## src/rtl/slp_pkg.sv

```systemverilog
package slp_pkg;

   localparam int N_DOM  = 5;
   localparam int D_CPU  = 0;
   localparam int D_MEM  = 1;
   localparam int D_PER  = 2;
   localparam int D_ADC  = 3;
   localparam int D_ATM  = 4;

   localparam int N_WAKE = 4;
   localparam int W_EXT  = 0;
   localparam int W_PER  = 1;
   localparam int W_ATM  = 2;
   localparam int W_ADC  = 3;

   localparam int MODE_W = 3;

   typedef enum logic [MODE_W-1:0] {
      M_IDLE  = 3'b000,
      M_ADCNR = 3'b001,
      M_PDOWN = 3'b010,
      M_PSAVE = 3'b011,
      M_STBY  = 3'b110
   } slp_mode_e;

   typedef enum logic [1:0] {
      S_RUN   = 2'd0,
      S_SLEEP = 2'd1,
      S_WARM  = 2'd2
   } seq_state_e;

   typedef struct packed {
      logic [N_DOM-1:0]  dom_on;
      logic              osc_on;
      logic              osc_frozen;
      logic [N_WAKE-1:0] wake_ok;
   } mode_cfg_t;

   function automatic slp_mode_e decode_mode(input logic [MODE_W-1:0] code);
      case (code)
         3'b001:  return M_ADCNR;
         3'b010:  return M_PDOWN;
         3'b011:  return M_PSAVE;
         3'b110:  return M_STBY;
         default: return M_IDLE;
      endcase
   endfunction

endpackage

```

## src/rtl/slp_mode_cfg.sv

```systemverilog
module slp_mode_cfg
   import slp_pkg::*;
(
   input  slp_mode_e mode_i,
   output mode_cfg_t cfg_o
);

   always_comb begin
      cfg_o = '0;
      case (mode_i)
         M_ADCNR: begin
            cfg_o.dom_on[D_ADC]  = 1'b1;
            cfg_o.dom_on[D_ATM]  = 1'b1;
            cfg_o.osc_on         = 1'b1;
            cfg_o.wake_ok[W_EXT] = 1'b1;
            cfg_o.wake_ok[W_ATM] = 1'b1;
            cfg_o.wake_ok[W_ADC] = 1'b1;
         end
         M_PDOWN: begin
            cfg_o.osc_frozen     = 1'b1;
            cfg_o.wake_ok[W_EXT] = 1'b1;
         end
         M_PSAVE: begin
            cfg_o.dom_on[D_ATM]  = 1'b1;
            cfg_o.osc_frozen     = 1'b1;
            cfg_o.wake_ok[W_EXT] = 1'b1;
            cfg_o.wake_ok[W_ATM] = 1'b1;
         end
         M_STBY: begin
            cfg_o.osc_on         = 1'b1;
            cfg_o.wake_ok[W_EXT] = 1'b1;
         end
         default: begin
            cfg_o.dom_on         = {N_DOM{1'b1}};
            cfg_o.dom_on[D_CPU]  = 1'b0;
            cfg_o.osc_on         = 1'b1;
            cfg_o.wake_ok        = {N_WAKE{1'b1}};
         end
      endcase
   end

endmodule

```

## src/rtl/slp_wake_filter.sv

```systemverilog
module slp_wake_filter
   import slp_pkg::*;
(
   input  logic [N_WAKE-1:0] evt_i,
   input  logic [N_WAKE-1:0] allow_i,
   output logic              wake_o
);

   logic [N_WAKE-1:0] hit;

   for (genvar w = 0; w < N_WAKE; w++) begin : g_src
      assign hit[w] = evt_i[w] & allow_i[w];
   end

   assign wake_o = |hit;

endmodule

```

## src/rtl/slp_startup_timer.sv

```systemverilog
module slp_startup_timer #(
   parameter int CNT_W = 16
) (
   input  logic             clk,
   input  logic             rst_n,
   input  logic             load_i,
   input  logic [CNT_W-1:0] load_val_i,
   output logic             expired_o
);

   logic [CNT_W-1:0] cnt_q;

   always_ff @(posedge clk or negedge rst_n) begin
      if (!rst_n) begin
         cnt_q <= '0;
      end else if (load_i) begin
         cnt_q <= load_val_i;
      end else if (cnt_q != '0) begin
         cnt_q <= cnt_q - 1'b1;
      end
   end

   assign expired_o = (cnt_q == '0);

endmodule

```

## src/rtl/slp_seq.sv

```systemverilog
module slp_seq
   import slp_pkg::*;
(
   input  logic       clk,
   input  logic       rst_n,
   input  logic       slp_en_i,
   input  logic       slp_req_i,
   input  slp_mode_e  req_mode_i,
   input  logic       wake_i,
   input  logic       osc_frozen_i,
   input  logic       timer_expired_i,
   output seq_state_e state_o,
   output slp_mode_e  mode_o,
   output logic       timer_load_o
);

   seq_state_e state_q;
   slp_mode_e  mode_q;

   assign timer_load_o = (state_q == S_SLEEP) && wake_i && osc_frozen_i;

   always_ff @(posedge clk or negedge rst_n) begin
      if (!rst_n) begin
         state_q <= S_RUN;
         mode_q  <= M_IDLE;
      end else begin
         case (state_q)
            S_RUN: begin
               if (slp_en_i && slp_req_i) begin
                  state_q <= S_SLEEP;
                  mode_q  <= req_mode_i;
               end
            end
            S_SLEEP: begin
               if (wake_i) begin
                  state_q <= osc_frozen_i ? S_WARM : S_RUN;
               end
            end
            S_WARM: begin
               if (timer_expired_i) begin
                  state_q <= S_RUN;
               end
            end
            default: state_q <= S_RUN;
         endcase
      end
   end

   assign state_o = state_q;
   assign mode_o  = mode_q;

endmodule

```

## src/rtl/slp_clkgate_ctrl.sv

```systemverilog
module slp_clkgate_ctrl
   import slp_pkg::*;
#(
   parameter int CNT_W = 16
) (
   input  logic                clk,
   input  logic                rst_n,
   input  logic [MODE_W-1:0]   slp_mode_i,
   input  logic                slp_en_i,
   input  logic                slp_req_i,
   input  logic                irq_ext_i,
   input  logic                irq_per_i,
   input  logic                atmr_evt_i,
   input  logic                adc_done_i,
   input  logic [CNT_W-1:0]    startup_cnt_i,
   output logic [N_DOM-1:0]    clk_en_o,
   output logic                osc_run_o,
   output logic                sleeping_o
);

   if (CNT_W < 1 || CNT_W > 32) begin : g_bad_cnt_w
      $error("slp_clkgate_ctrl: CNT_W must lie in 1..32");
   end

   seq_state_e        state;
   slp_mode_e         mode_q;
   slp_mode_e         req_mode;
   mode_cfg_t         cfg;
   logic [N_WAKE-1:0] evt;
   logic              wake;
   logic              tmr_load;
   logic              tmr_expired;
   logic              in_run;
   logic              in_sleep;

   assign req_mode   = decode_mode(slp_mode_i);
   assign evt[W_EXT] = irq_ext_i;
   assign evt[W_PER] = irq_per_i;
   assign evt[W_ATM] = atmr_evt_i;
   assign evt[W_ADC] = adc_done_i;

   slp_mode_cfg u_cfg (
      .mode_i (mode_q),
      .cfg_o  (cfg)
   );

   slp_wake_filter u_wake (
      .evt_i   (evt),
      .allow_i (cfg.wake_ok),
      .wake_o  (wake)
   );

   slp_startup_timer #(.CNT_W(CNT_W)) u_tmr (
      .clk        (clk),
      .rst_n      (rst_n),
      .load_i     (tmr_load),
      .load_val_i (startup_cnt_i),
      .expired_o  (tmr_expired)
   );

   slp_seq u_seq (
      .clk             (clk),
      .rst_n           (rst_n),
      .slp_en_i        (slp_en_i),
      .slp_req_i       (slp_req_i),
      .req_mode_i      (req_mode),
      .wake_i          (wake),
      .osc_frozen_i    (cfg.osc_frozen),
      .timer_expired_i (tmr_expired),
      .state_o         (state),
      .mode_o          (mode_q),
      .timer_load_o    (tmr_load)
   );

   assign in_run   = (state == S_RUN);
   assign in_sleep = (state == S_SLEEP);

   for (genvar d = 0; d < N_DOM; d++) begin : g_dom
      assign clk_en_o[d] = in_run | (in_sleep & cfg.dom_on[d]);
   end

   assign osc_run_o  = ~in_sleep | cfg.osc_on;
   assign sleeping_o = ~in_run;

endmodule

```

## config.mk

```make
export PLATFORM = sky130hd
export DESIGN_NAME = slp_clkgate_ctrl
export DESIGN_NICKNAME = d
export VERILOG_FILES = /design/src/rtl/slp_pkg.sv /design/src/rtl/slp_mode_cfg.sv /design/src/rtl/slp_wake_filter.sv /design/src/rtl/slp_startup_timer.sv /design/src/rtl/slp_seq.sv /design/src/rtl/slp_clkgate_ctrl.sv
export SDC_FILE = /design/constraint.sdc
export NUM_CORES = 1
export LEC_CHECK = 0
export BUFFER_PORTS_ARGS = -buffer_cell sky130_fd_sc_hd__buf_2
export CORE_MARGIN = 4
export CORE_UTILIZATION = 50
export DETAILED_ROUTE_END_ITERATION = 10
export PLACE_DENSITY = 0.72
export REMOVE_ABC_BUFFERS = 1
export SLEW_MARGIN = 30
export SYNTH_ARGS = -nofsm -noshare
export SYNTH_HDL_FRONTEND = slang
export SYNTH_HIERARCHICAL = 1
export SYNTH_SLANG_ARGS = --single-unit
```

## constraint.sdc

```tcl
create_clock -name clk -period 6.2 [get_ports clk]
set_input_delay 0.62 -clock clk [delete_from_list [all_inputs] [get_ports clk]]
set_output_delay 0.62 -clock clk [all_outputs]
set_load 0.005 [all_outputs]
```

==> summary.md <==
| Metric | Value |
|---|---|
| Tcrit/Tclk final | 0.360 |
| Top cell type's share of synthesized area | 0.367 |
| Async SR Flop Fraction | 1.00 |
| DR vias/cell | 5.54 |
| R2R Path End | u_tmr/cnt_q[13]$_DFFE_PN0P_ |
| Final Max Slew Viols | 0 |
| Number of setup buffers added after CTS | 0 |
| Antenna diode instance count | 0 |
| FP Rows | 19 |
| Number of enable flip-flop cells after synthesis | 0 |
| Die Ht | 61.5 µm |
| TritonCTS clock tree | done |
| Critical path type | reg -> reg |
| Largest net degree at the start of global routing | 36 |
| DR vias | 1174 |
| Synth top cells by count | dfrtp_1 (21), nand2_1 (16), a21oi_1 (9), inv_1 (9), nand2b_1 (9) |
| Number of I/O port buffers | 33 |
| Worst reg2reg path depth | 7 |
| Synthesized area per cell | 9.29 µm² |
| Clock net sink count | 21 |
| Post-Syn Instances | 154 |
| Synth area leaders | dfrtp_1 (37%), xnor2_1 (4.9%), o211a_1 (4.2%), nand2_1 (4.2%), nand2b_1 (3.9%) |
| Gpl congestion | 0.806 |
| Post-route ant nets | 0 |
| Final WL | 2970 µm |
| Core area | 2760 µm² |
| Actual slew at the worst max-slew pin | 0.652 ns |
| Max-capacitance violation count | 0 |
| Post-CTS Hold Buffers | 0 |
| All-Layer GR Usage | 0.169 |
| DR WL/cell | 14.0 µm |
| Worst Skew | 0.00400 ns |
| Initial antenna violation count | 0 |
| Cts bufs inserted | 3 |
| Clock slew at reported path FFs | 0.12 ns |
| Post-synth cell types | 48 |
| Register area share after synthesis | 0.367 |
| DP HPWL | 2190 µm |
| Worst EP required | 6.41 ns |
| P per Cell Area | 413 nW/µm² |
| RSZ-0062 raised after global routing | no |
| Layout cell share with drive strength beyond 1 | 0.282 |
| Post-cts repair resize count | 0 |
| Die ar. | 3780 µm² |
| Bufs on Longest Clock Path | 2 |
| Io pins | 34 |
| Worst Path Max Fanout | 35 |
| CP Capture Type | register |
| Mapped Area | 1430 µm² |
| Post-route DRC | 0 |
| Number of global-route vias before repair | 1102 |
| Grt total ovfl | 0 |
| Initial core utilization | 0.519 |
| Fin. Hold Viols | 0 |
| Status | finished clean |
| H-tree lvl count | 1 |
| TritonRoute pass-1 iters | 4 |
| Max IR drop VDD | 0.000289 V |
| Ys flop type | dfrtp_1 |
| WP data arrival | 2.44 ns |
| F_max | 448 MHz |
| DRT iter0 DRCs | 42 |
| Area delta synth->final | 12.1% |
| Placed cell areas | 1580 µm² |
| First-pass GRT wire length | 4840 µm |
| Finished Cell Area | 1600 µm² |
| Count leader, synth | dfrtp_1 |
| Cell taking the most area after synthesis | dfrtp_1 |
| Synthesis-stage register bit count | 21 |
| Setup TNS | 0 ns |
| Leakage | 0.714 nW |
| Die X | 61.5 µm |
| Clk_lat worst skew | 0.31 ns |
| Max_slew headroom | 0.562 |
| R2R Setup Slk | 3.97 ns |
| Root buffer cell | clkbuf_4 |
| Hold Path Class | in -> async |
| Synth Warn # | 6 |
| Final setup fails | 0 |
| Fin crit period | 2.23 ns |
| Critical Path Start Type | register |
| Worst r2r src | u_seq/mode_o[0]$_DFFE_PN0P_ |
| Nets | 210 |
==> per-layer routing <==
| metal | vias up | GRT usage | part of all wire |
|---|---|---|---|
| li1 | 587 | - | - |
| met1 | 565 | 0.222 | 0.46 |
| met2 | 20 | 0.286 | 0.50 |
| met3 | 2 | 0.0503 | 0.038 |
| met4 | 0 | 0.0182 | 0.0020 |
| met5 | - | 0 | 0 |
==> layout make-up <==
cell class | count | area (µm²)
clock buffers | 3 | 22.5
clock inverters | 1 | 5.00
fillers | 257 | 1150
inverters | 9 | 33.8
multi-input cells | 113 | 806
flip-flops and latches | 21 | 526
well taps | 31 | 38.8
repair buffers | 34 | 173
==> sequential cells by signal, indices dropped and copies added, names as in the netlist <==
name and count:
u_tmr/cnt_q 16, u_seq/mode_o 3, u_seq/state_o 2
==> through the flow <==
stage | power (mW) | instances | setup slack [ns] | util | hold WS [ns]
finish | 0.662 | 212 | 3.97 | 0.582 | 0.254
global route | 0.722 | 212 | 3.75 | 0.582 | 0.265
CTS | 0.668 | 212 | 3.94 | 0.582 | 0.248
detailed placement | 0.597 | 208 | 3.94 | 0.572 | 0.555
global placement | 0.584 | 208 | 4.00 | 0.572 | 0.550
floorplan | 0.507 | 143 | 4.22 | - | 0.324
==> kinds of logic after synthesis <==
group	share of synthesized area
AND/OR/NAND/NOR	0.302
flip-flops	0.367
XOR/XNOR	0.0490
multiplexers	0.0385
AO/OA/AOI/OAI	0.160
adder cells (fa/ha/maj)	0.00874
other	0.00525
buffers and inverters	0.0699
==> cells in the final DEF (no fill, tap or decap), types with 3 or more instances in the layout <==
master and n:
a21oi_1 9, buf_2 33, clkbuf_4 3, dfrtp_1 21
inv_1 9, mux2_4 3, nand2_1 16, nand2b_1 9
nor2_1 6, nor2b_1 4, nor3_1 4, o211a_1 6
o21ai_0 5, xnor2_1 8
==> worst max-delay path by stage <==
| stage | cells after the start | slack [ns] | to | from |
|---|---|---|---|---|
| finish | 7 | 3.97 | u_tmr/cnt_q[13]$_DFFE_PN0P_ | u_seq/mode_o[0]$_DFFE_PN0P_ |
| global route | 7 | 3.75 | u_tmr/cnt_q[9]$_DFFE_PN0P_ | u_seq/mode_o[0]$_DFFE_PN0P_ |
| global placement | 6 | 4.00 | u_tmr/cnt_q[13]$_DFFE_PN0P_ | atmr_evt_i |
| floorplan | 7 | 4.22 | u_tmr/cnt_q[13]$_DFFE_PN0P_ | u_seq/mode_o[0]$_DFFE_PN0P_ |
| CTS | 7 | 3.94 | u_tmr/cnt_q[9]$_DFFE_PN0P_ | u_seq/mode_o[1]$_DFFE_PN0P_ |
| detailed placement | 6 | 3.94 | u_tmr/cnt_q[13]$_DFFE_PN0P_ | irq_ext_i |
==> worst max-delay path, cell delays in order (launching register included) <==
cell and delay [ns]:
dfrtp_1 0.43, nand2b_4 0.16, a21boi_1 0.15, a22oi_1 0.15, nand2_1 0.08, and4b_2 0.42, or3_1 0.56, o211a_1 0.17
==> report_power, final <==
part	leakage (nW)	total, mW	internal [mW]	switching [mW]
logic	0.443	0.301	0.169	0.133
clock network	0.0177	0.0681	0.0241	0.0440
registers	0.253	0.293	0.203	0.0899
total	0.714	0.662	0.396	0.267
Note: power is estimated with default switching activity, not from simulation.
